File: config.mk
export PLATFORM = sky130hd
export DESIGN_NAME = ilv_page_seq
export DESIGN_NICKNAME = d
export VERILOG_FILES = /design/src/rtl/ilv_pkg.sv /design/src/rtl/ilv_rem_ctr.sv /design/src/rtl/ilv_col_track.sv /design/src/rtl/ilv_seek_timer.sv /design/src/rtl/ilv_page_seq.sv
export SDC_FILE = /design/constraint.sdc
export NUM_CORES = 1
export LEC_CHECK = 0
export BUFFER_PORTS_ARGS = -buffer_cell sky130_fd_sc_hd__buf_2
export CORE_UTILIZATION = 63
export CTS_CLUSTER_SIZE = 8
export DETAILED_ROUTE_END_ITERATION = 10
export GPL_TIMING_DRIVEN = 1
export HOLD_SLACK_MARGIN = 0.05
export PLACE_DENSITY = 0.89
export SLEW_MARGIN = 5
export SYNTH_ARGS = -nofsm -noshare
export SYNTH_HDL_FRONTEND = slang
export SYNTH_SLANG_ARGS = --single-unit
File: constraint.sdc
create_clock -name clk_i -period 6.4 [get_ports clk_i]
set_input_delay 0.64 -clock clk_i [delete_from_list [all_inputs] [get_ports clk_i]]
set_output_delay 0.64 -clock clk_i [all_outputs]
set_load 0.02 [all_outputs]
File: src/rtl/ilv_pkg.sv
package ilv_pkg;
  typedef enum logic [1:0] {ST_IDLE, ST_EVAL, ST_SEEK, ST_READ} ilv_state_e;
  typedef enum logic {PH_DATA = 1'b0, PH_SPARE = 1'b1} ilv_phase_e;
endpackage

File: src/rtl/ilv_rem_ctr.sv
module ilv_rem_ctr #(
  parameter int unsigned CNT_W = 16
) (
  input  logic             clk_i,
  input  logic             rst_ni,
  input  logic             load_i,
  input  logic [CNT_W-1:0] val_i,
  input  logic             dec_i,
  output logic [CNT_W-1:0] cnt_o,
  output logic             zero_o
);
  logic [CNT_W-1:0] cnt_q;

  always_ff @(posedge clk_i or negedge rst_ni) begin
    if (!rst_ni)     cnt_q <= '0;
    else if (load_i) cnt_q <= val_i;
    else if (dec_i)  cnt_q <= cnt_q - CNT_W'(1);
  end

  assign cnt_o  = cnt_q;
  assign zero_o = (cnt_q == '0);

  AST_NO_UNDERFLOW: assert property (@(posedge clk_i) disable iff (!rst_ni)
    dec_i |-> !zero_o);
endmodule

File: src/rtl/ilv_col_track.sv
module ilv_col_track #(
  parameter int unsigned COL_W = 16,
  parameter int unsigned DSEG  = 512,
  parameter int unsigned SSEG  = 16
) (
  input  logic             clk_i,
  input  logic             rst_ni,
  input  logic             clear_i,
  input  logic             adv_i,
  input  logic             spare_ph_i,
  input  logic             seek_ok_i,
  input  logic             rd_inc_i,
  output logic [COL_W-1:0] want_o,
  output logic [COL_W-1:0] at_o,
  output logic             mismatch_o
);
  localparam logic [COL_W-1:0] D_STEP = COL_W'(DSEG);
  localparam logic [COL_W-1:0] S_STEP = COL_W'(SSEG);

  logic [COL_W-1:0] want_q, at_q;

  always_ff @(posedge clk_i or negedge rst_ni) begin
    if (!rst_ni) begin
      want_q <= '0;
      at_q   <= '0;
    end else if (clear_i) begin
      want_q <= '0;
      at_q   <= '0;
    end else begin
      if (adv_i)          want_q <= want_q + (spare_ph_i ? S_STEP : D_STEP);
      if (seek_ok_i)      at_q   <= want_q;
      else if (rd_inc_i)  at_q   <= at_q + COL_W'(1);
    end
  end

  assign want_o     = want_q;
  assign at_o       = at_q;
  assign mismatch_o = (want_q != at_q);
endmodule

File: src/rtl/ilv_seek_timer.sv
module ilv_seek_timer #(
  parameter int unsigned TMO = 1024
) (
  input  logic clk_i,
  input  logic rst_ni,
  input  logic run_i,
  output logic expire_o
);
  localparam int unsigned TW = $clog2(TMO) + 1;

  logic [TW-1:0] cnt_q;

  always_ff @(posedge clk_i or negedge rst_ni) begin
    if (!rst_ni)    cnt_q <= '0;
    else if (run_i) cnt_q <= cnt_q + TW'(1);
    else            cnt_q <= '0;
  end

  assign expire_o = run_i && (cnt_q == TW'(TMO - 1));

  AST_TMO_BOUND: assert property (@(posedge clk_i) disable iff (!rst_ni)
    run_i |-> (cnt_q < TW'(TMO)));
endmodule

File: src/rtl/ilv_page_seq.sv
module ilv_page_seq
  import ilv_pkg::*;
#(
  parameter int unsigned DSEG     = 512,
  parameter int unsigned SSEG     = 16,
  parameter int unsigned COL_W    = 16,
  parameter int unsigned CNT_W    = 16,
  parameter int unsigned SEEK_TMO = 1024
) (
  input  logic             clk_i,
  input  logic             rst_ni,
  input  logic             start_i,
  input  logic [CNT_W-1:0] data_cnt_i,
  input  logic [CNT_W-1:0] spare_cnt_i,
  output logic             busy_o,
  output logic             done_o,
  output logic             err_o,
  output logic             seek_req_o,
  output logic [COL_W-1:0] seek_col_o,
  input  logic             seek_done_i,
  input  logic             seek_err_i,
  output logic             rd_req_o,
  output logic             rd_spare_o,
  output logic [COL_W-1:0] rd_col_o,
  input  logic             rd_gnt_i
);
  localparam int unsigned SEG_W = $clog2(DSEG + 1);
  localparam logic [CNT_W-1:0] D_LEN = CNT_W'(DSEG);
  localparam logic [CNT_W-1:0] S_LEN = CNT_W'(SSEG);

  ilv_state_e       state_q;
  ilv_phase_e       phase_q;
  logic [SEG_W-1:0] seg_q;
  logic             done_q, err_q;

  logic             sp_ph;
  logic [CNT_W-1:0] rem_cnt  [2];
  logic [1:0]       rem_zero;
  logic [1:0]       rem_dec;
  logic [CNT_W-1:0] rem_cur, seg_len, seg_take;
  logic             all_zero, clear, adv, rd_inc, seek_ok, tmr_expire;
  logic [COL_W-1:0] want_col, at_col;
  logic             col_mismatch;

  assign sp_ph    = (phase_q == PH_SPARE);
  assign clear    = (state_q == ST_IDLE) && start_i;
  assign rd_inc   = (state_q == ST_READ) && rd_gnt_i;
  assign seek_ok  = (state_q == ST_SEEK) && seek_done_i && !seek_err_i;
  assign all_zero = &rem_zero;
  assign rem_cur  = rem_cnt[sp_ph];
  assign seg_len  = sp_ph ? S_LEN : D_LEN;
  assign seg_take = (rem_cur < seg_len) ? rem_cur : seg_len;
  assign rem_dec  = {rd_inc && sp_ph, rd_inc && !sp_ph};
  assign adv      = ((state_q == ST_EVAL) && !all_zero && rem_zero[sp_ph]) ||
                    (rd_inc && (seg_q == SEG_W'(1)));

  // index 0 counts data bytes, index 1 spare bytes
  for (genvar g = 0; g < 2; g++) begin : g_rem
    ilv_rem_ctr #(.CNT_W(CNT_W)) u_rem (
      .clk_i  (clk_i),
      .rst_ni (rst_ni),
      .load_i (clear),
      .val_i  ((g == 0) ? data_cnt_i : spare_cnt_i),
      .dec_i  (rem_dec[g]),
      .cnt_o  (rem_cnt[g]),
      .zero_o (rem_zero[g])
    );
  end

  ilv_col_track #(.COL_W(COL_W), .DSEG(DSEG), .SSEG(SSEG)) u_col (
    .clk_i      (clk_i),
    .rst_ni     (rst_ni),
    .clear_i    (clear),
    .adv_i      (adv),
    .spare_ph_i (sp_ph),
    .seek_ok_i  (seek_ok),
    .rd_inc_i   (rd_inc),
    .want_o     (want_col),
    .at_o       (at_col),
    .mismatch_o (col_mismatch)
  );

  ilv_seek_timer #(.TMO(SEEK_TMO)) u_tmr (
    .clk_i    (clk_i),
    .rst_ni   (rst_ni),
    .run_i    (state_q == ST_SEEK),
    .expire_o (tmr_expire)
  );

  always_ff @(posedge clk_i or negedge rst_ni) begin
    if (!rst_ni) begin
      state_q <= ST_IDLE;
      phase_q <= PH_DATA;
      seg_q   <= '0;
      done_q  <= 1'b0;
      err_q   <= 1'b0;
    end else begin
      done_q <= 1'b0;
      err_q  <= 1'b0;
      unique case (state_q)
        ST_IDLE: if (start_i) begin
          state_q <= ST_EVAL;
          phase_q <= PH_DATA;
        end
        ST_EVAL: begin
          if (all_zero) begin
            done_q  <= 1'b1;
            state_q <= ST_IDLE;
          end else if (rem_zero[sp_ph]) begin
            phase_q <= sp_ph ? PH_DATA : PH_SPARE;  // skip empty phase
          end else if (col_mismatch) begin
            state_q <= ST_SEEK;
          end else begin
            seg_q   <= SEG_W'(seg_take);
            state_q <= ST_READ;
          end
        end
        ST_SEEK: begin
          if (seek_err_i || (!seek_done_i && tmr_expire)) begin
            done_q  <= 1'b1;
            err_q   <= 1'b1;
            state_q <= ST_IDLE;
          end else if (seek_done_i) begin
            state_q <= ST_EVAL;
          end
        end
        ST_READ: if (rd_gnt_i) begin
          seg_q <= seg_q - SEG_W'(1);
          if (seg_q == SEG_W'(1)) begin
            phase_q <= sp_ph ? PH_DATA : PH_SPARE;
            state_q <= ST_EVAL;
          end
        end
        default: state_q <= ST_IDLE;
      endcase
    end
  end

  assign busy_o     = (state_q != ST_IDLE);
  assign done_o     = done_q;
  assign err_o      = err_q;
  assign seek_req_o = (state_q == ST_SEEK);
  assign seek_col_o = want_col;
  assign rd_req_o   = (state_q == ST_READ);
  assign rd_spare_o = sp_ph;
  assign rd_col_o   = at_col;

  AST_REQ_EXCL: assert property (@(posedge clk_i) disable iff (!rst_ni)
    !(seek_req_o && rd_req_o));
  AST_DONE_PULSE: assert property (@(posedge clk_i) disable iff (!rst_ni)
    done_o |=> !done_o);
  AST_ERR_WITH_DONE: assert property (@(posedge clk_i) disable iff (!rst_ni)
    err_o |-> done_o);
  AST_SEEK_HOLD: assert property (@(posedge clk_i) disable iff (!rst_ni)
    (seek_req_o && !seek_done_i && !seek_err_i && !tmr_expire)
      |=> (seek_req_o && $stable(seek_col_o)));
  AST_SEEK_LAND: assert property (@(posedge clk_i) disable iff (!rst_ni)
    (seek_req_o && seek_done_i && !seek_err_i)
      |=> ##1 (rd_req_o && (rd_col_o == $past(seek_col_o, 2))));
  AST_RD_STEP: assert property (@(posedge clk_i) disable iff (!rst_ni)
    (rd_req_o && rd_gnt_i)
      |=> (!rd_req_o || (rd_col_o == $past(rd_col_o) + COL_W'(1))));
endmodule

Word level (Yosys, flattened, before mapping)
Cells that the tools add are included.
{"block": "word_totals", "out_inout_bits": 38, "inputBits": 38, "regBits": 90, "word_cells": 108}
{"block": "classes", "reduce_logical": 31, "magnitude_cmp": 3, "n_addsub": 6, "n_eq_ne": 15, "muxes": 42, "bitwise_logic": 1}
{"operator": "two-way mux 16 bit", "n": 12}
{"operator": "two-way mux 10 bit", "n": 6}
{"operator": "zero test 16 bit", "n": 2}
{"operator": "subtractor 16 x 1 -> 16 bit (second input constant)", "n": 2}
{"operator": "one-hot mux 10 bit (2 select lines)", "n": 1}
{"operator": "adder 16 x 1 -> 16 bit (second input constant)", "n": 1}
{"operator": "adder 16 bit", "n": 1}
{"operator": "less-than comparator 16 x 10 -> 1 bit", "n": 1}
{"operator": "inequality test 16 bit", "n": 1}
{"operator": "two-way mux 2 bit", "n": 7}
{"operator": "two-way mux 1 bit", "n": 12}
{"operator": "adder 11 x 1 -> 11 bit (second input constant)", "n": 1}
{"operator": "== test 11 x 10 -> 1 bit (second input constant)", "n": 1}
{"operator": "logical AND 1 bit", "n": 11}
{"operator": "two-way mux 11 bit", "n": 1}
{"operator": "== test 10 x 1 -> 1 bit (second input constant)", "n": 1}
{"operator": "AND reduction 5 bit", "n": 2}
{"operator": "nonzero test 2 bit", "n": 5}
{"operator": "subtractor 10 x 1 -> 10 bit (second input constant)", "n": 1}
{"operator": "inequality test 2 bit (second input constant)", "n": 4}
{"operator": "one-hot mux 2 bit (4 select lines)", "n": 1}
{"operator": "inequality test 2 x 1 -> 1 bit (second input constant)", "n": 3}
{"operator": "inequality test 3 bit (second input constant)", "n": 2}
{"operator": "AND reduction 6 bit", "n": 1}
{"operator": "other kinds (12)", "n": 18}

Longest topological paths before layout
{"block": "logic_depth", "ltp_word": 10, "ltp_mapped": 10, "depth_no_buf": 8}

Hierarchy
A second synthesis with hierarchy kept.
{"block": "unflattened", "hier_cells": 624, "hier_area_um2": 5689.2}
{"module": "ilv_rem_ctr", "instances": 2, "area_per_inst_um2": 1028.5, "cells_each": 111, "seq_area_each_um2": 400.4}
{"module": "ilv_col_track", "instances": 1, "area_per_inst_um2": 1750.4, "cells_each": 195, "seq_area_each_um2": 700.7}
{"module": "ilv_page_seq", "instances": 1, "area_per_inst_um2": 1350.0, "cells_each": 155, "seq_area_each_um2": 375.4}
{"module": "ilv_seek_timer", "instances": 1, "area_per_inst_um2": 531.8, "cells_each": 52, "seq_area_each_um2": 275.3}

Worst setup path after synthesis
No wires, ideal clock.
{"block": "synth_timing", "path_kind": "flip-flop to flip-flop", "start": "register phase_q, in the netlist rd_spare_o", "end": "register seg_q[9]", "path_stages_with_launch": 8, "arrival_ns": 2.369, "path_slack_ns": 3.954, "path_buffers": 1, "t_required_ns": 6.323, "synth_period_minus_slack_ns": 2.446, "setup_time_ns": 0.077, "path_cell_list": "dfrtp_1 > clkbuf_1 > mux2_2 > ha_1 > a21oi_1 > o21bai_1 > mux2_2 > a21oi_1"}
{"block": "synth_via", "elab_chain_len": 10, "elab_cells_between_ends": 15}
{"item": "start, declared", "line_no": "ilv_page_seq.sv:32", "text": "ilv_phase_e phase_q;"}
{"item": "start signal, assigned", "line_no": "ilv_page_seq.sv:110", "text": "phase_q <= sp_ph ? PH_DATA : PH_SPARE;"}
{"item": "start signal, assigned", "line_no": "ilv_page_seq.sv:130", "text": "phase_q <= sp_ph ? PH_DATA : PH_SPARE;"}
{"item": "inverter 1 -> 2 bit (not written as such)", "line_no": "ilv_page_seq.sv:50", "text": "assign rem_cur = rem_cnt[sp_ph];"}
{"item": "two-way mux 16 bit (not written as such) (3 in series)", "line_no": "ilv_page_seq.sv:50"}
{"item": "less-than comparator 16 x 10 -> 1 bit", "line_no": "ilv_page_seq.sv:52", "text": "assign seg_take = (rem_cur < seg_len) ? rem_cur : seg_len;"}
{"item": "two-way mux 10 bit", "line_no": "ilv_page_seq.sv:52"}
{"item": "two-way mux 10 bit", "line_no": "ilv_page_seq.sv:111", "text": "end else if (col_mismatch) begin"}
{"item": "two-way mux 10 bit", "line_no": "ilv_page_seq.sv:109", "text": "end else if (rem_zero[sp_ph]) begin"}
{"item": "two-way mux 10 bit", "line_no": "ilv_page_seq.sv:106", "text": "if (all_zero) begin"}
{"item": "one-hot mux 10 bit (2 select lines)", "line_no": "ilv_page_seq.sv:100", "text": "unique case (state_q)"}
{"item": "end signal, assigned", "line_no": "ilv_page_seq.sv:114", "text": "seg_q <= SEG_W'(seg_take);"}
{"item": "end signal, assigned", "line_no": "ilv_page_seq.sv:128", "text": "seg_q <= seg_q - SEG_W'(1);"}
{"item": "end, declared", "line_no": "ilv_page_seq.sv:33", "text": "logic [SEG_W-1:0] seg_q;"}
Parallel ways exist; a longest one is shown, timed or not. The select of a mux whose other input is x is not followed.
A chain may end at the register's enable or synchronous reset.

Worst setup path after layout
{"block": "layout_timing", "start": "register state_q[0]", "end": "register g_rem[0].u_rem.cnt_q[15]"}
{"block": "layout_via", "elab_chain_len": 4, "elab_cells_between_ends": 7}
{"item": "start, declared", "line_no": "ilv_page_seq.sv:31", "text": "ilv_state_e state_q;"}
{"item": "start signal, assigned", "line_no": "ilv_page_seq.sv:92", "text": "state_q <= ST_IDLE;"}
{"item": "start signal, assigned", "line_no": "ilv_page_seq.sv:102", "text": "state_q <= ST_EVAL;"}
{"item": "start signal, assigned", "line_no": "ilv_page_seq.sv:108", "text": "state_q <= ST_IDLE;"}
{"item": "== test 2 bit", "line_no": "ilv_page_seq.sv:47", "text": "assign rd_inc = (state_q == ST_READ) && rd_gnt_i;"}
{"item": "logical AND 1 bit", "line_no": "ilv_page_seq.sv:47"}
{"item": "logical AND 1 bit", "line_no": "ilv_page_seq.sv:53", "text": "assign rem_dec = {rd_inc && sp_ph, rd_inc && !sp_ph};"}
{"item": "nonzero test 2 bit (no source line)"}
{"item": "end signal, assigned", "line_no": "ilv_rem_ctr.sv:16", "text": "else if (load_i) cnt_q <= val_i;"}
{"item": "end signal, assigned", "line_no": "ilv_rem_ctr.sv:17", "text": "else if (dec_i) cnt_q <= cnt_q - CNT_W'(1);"}
{"item": "end, declared", "line_no": "ilv_rem_ctr.sv:12", "text": "logic [CNT_W-1:0] cnt_q;"}
Parallel ways exist; a longest one is shown, timed or not.

==> flow_summary.ini <==
[placement]
portBuffers = 71
gp_congestion = 0.8993
dpl.cell_count = 772
place_hpwl_um = 9172

[yosys]
synth_ff_type = dfrtp_1
ys_async_sr_fraction = 1.000
synthCells = 627
synth.largest_area_cell = dfrtp_1
synth_area_leaders = dfrtp_1, nand2_1, xor2_1
synth_area_mm2 = 0.005487
seq_area_frac_synth = 0.3922
yosys.area.top_type_share = 0.3922
synth_cell_types = 59
synth_seq_cells = 86
yosysWarnings = 0
synth_edf_count = 0
synth_area_per_cell_um2 = 8.750

[detailed_routing]
vias = 4940
dr.first_iter.drc_count = 425
drcViolationCount = 0
ant_nets = 0
routedWlPerCell_um = 16.80
vias_per_cell = 6.269
wirelength_um = 13240
first_pass_iters = 4

[critical_path]
crit_slowest_cell = ha_1
critPathMaxStageDelay_ns = 0.76
required_ns = 6.63
critPathArrivalTime_ns = 3.09
endpoint_kind = register
path_cells = ha_1, and2_1, nand4_1, or3_1, nor4_1, xnor2_1, o21ai_0
r2r_start = state_q[0]$_DFFE_PN0P_
cp-start-kind = register
crit_fanout = 28
startpoint = state_q[0]$_DFFE_PN0P_
path_class = register to register

[die]
core_area_mm2 = 0.008341
boundaryPins = 76
fp-row-count = 33
die-area_mm2 = 0.009086
die_h_um = 95.32
dieWidth_um = 95.32
start_util = 0.6578

[grt]
grt_start_max_net_pins = 87
grtUsageTotal = 0.3100
grt_pass1_vias = 4654
grt_pass1_wl_um = 21960
antenna_found_initial = 0
grt-ovfl-total = 0

[timing]
setup_tns_ns = 0
finalCritPeriodShare = 0.4470
finalHoldViolations = 0
period_needed_ns = 2.861
worst_pin_slew_ns = 1.086
relSlewSlack = 0.2763
rsz0062_at_grt = no
skew_ns = 0.02074
setup_viol = 0
drv_slew = 0
max_freq_mhz = 349.6

[pwr]
sequentialPowerShare = 0.406
switching_share = 0.4550
pwr-share-comb = 0.433
leakage_nw = 2.725
intPower_mw = 1.363
ir_drop_mv = 0.2246
power_per_cell_area_mw_per_mm2 = 414.0
power_switching_mw = 1.138
clockPowerShare = 0.161

[clocking]
clock_sinks = 86
post_cts_buffers = 0
cts-resized-gates = 0
clock_path_buffers = 2
h-tree-depth = 3
clkLatencyLatePin_ns = 0.37
tritoncts = built
numCtsBuffers = 9
clk_root_buffer_cell = clkbuf_8
clk_pin_slew_worst_paths_ns = 0.10
ctsHoldBuffers = 0

[cells_and_area]
fin_util = 0.7246
drive_gt1_frac = 0.1596
fin_nets = 733
synthToLayoutAreaGrowth_pct = 10.15
final-instance-count-excl-fill = 788
final_common_cell = dfrtp_1
fillers = 611
diodes = 0
mostFrequentLayoutCells = dfrtp_1, nand2_1, buf_2

[run]
max-cap-violations = 0

[min_path]
holdCritPathClass = input port to async pin

[outcome]
status = completed
==> cells by family (layout without fill, tap and decap cells) <==
kind of cell,after synthesis,after routing,share of synthesized area
AO/OA/AOI/OAI,120,120,0.1339
XOR/XNOR,69,69,0.1101
adder cells (fa/ha/maj),17,17,0.03877
buffers and inverters,52,105,0.04014
flip-flops,86,86,0.3922
multiplexers,18,18,0.03398
other,1,4,0.0006835
AND/OR/NAND/NOR,264,264,0.2502
==> path summary, 6_finish.rpt <==
path	to	slack (ns)	cells past startpoint
max	g_rem[0].u_rem.cnt_o[15]$_DFFE_PN0P_	3.54	7
min	u_col.at_o[13]$_DFFE_PN0P_	0.45	1
max reg2reg	g_rem[0].u_rem.cnt_o[15]$_DFFE_PN0P_	3.54	7
min reg2reg	u_tmr.cnt_q[0]$_DFF_PN0_	0.47	1
max in group asynchronous	g_rem[1].u_rem.cnt_o[6]$_DFFE_PN0P_	5.23	1
min in group clk_i	u_tmr.cnt_q[0]$_DFF_PN0_	0.47	1
==> sequential cells by signal, indices dropped and copies added, names as in the netlist <==
register           cells
seg_q                 10
g_rem.u_rem.cnt_o     32
u_col.at_o            16
u_tmr.cnt_q           11
rd_spare_o             1
state_q                2
u_col.want_o          12
done_o                 1
err_o                  1
==> power groups by stage <==
stage	registers, mW	logic, mW	clock network [mW]
floorplan	0.967	0.801	0
global placement	0.996	1.02	0
detailed placement	1.01	1.06	0
CTS	1.01	1.07	0.406
global route	1.05	1.20	0.427
finish	1.02	1.08	0.402
==> stage by stage <==
| stage | power [mW] | setup slack, ns | hold WS [ns] | instance area [µm²] |
|---|---|---|---|---|
| after detailed placement | 2.070 | 3.604 | 0.4511 | 5839 |
| after CTS | 2.483 | 3.570 | 0.4684 | 6043 |
| after global placement | 2.015 | 3.709 | 0.4444 | 5839 |
| final | 2.502 | 3.539 | 0.4525 | 6043 |
| after floorplan | 1.769 | 3.954 | 0.3444 | 5498 |
| after global routing | 2.677 | 3.305 | 0.4815 | 6043 |
==> worst max-delay path: cells and delay by family (launching register included) <==
kind | cells | cell delay (ns)
flip-flops | 1 | 0.42
XOR/XNOR | 1 | 0.16
AO/OA/AOI/OAI | 1 | 0.09
AND/OR/NAND/NOR | 4 | 1.30
adder cells (fa/ha/maj) | 1 | 0.76
==> final cells by class <==
type	count	area, µm²	share of cell area
flip-flops and latches	86	2152	0.3561
inverters	17	63.81	0.01056
repair buffers	72	365.4	0.06046
well taps	105	131.4	0.02174
multi-input cells	492	3127	0.5174
clock inverters	7	80.08	0.01325
clock buffers	9	123.9	0.02050
==> cells in the mapped netlist (8+ instances only) <==
cell      number
nand4_1       13
or4_1         10
or3_1         16
clkbuf_1      27
mux2i_1       13
ha_1          17
and3_1         8
a21oi_1       15
and2_1        11
nand2_1       85
xnor2_1       33
nor3_1        13
xor2_1        36
dfrtp_1       86
nand3_1       20
nor2_1        49
inv_1         16
nor4_1        10
o21ai_0       50
o211ai_1       8
o22ai_1        8
a31oi_1       11
==> layer usage <==
| layer | wire length, µm | share of wire | global-route usage |
|---|---|---|---|
| met1 | 5716 | 0.43 | 0.4188 |
| met2 | 6270 | 0.47 | 0.4952 |
| met3 | 875 | 0.066 | 0.03907 |
| met4 | 372 | 0.028 | 0.1452 |
| met5 | 0 | 0 | 0 |
Power figures use the tool's default switching activity.
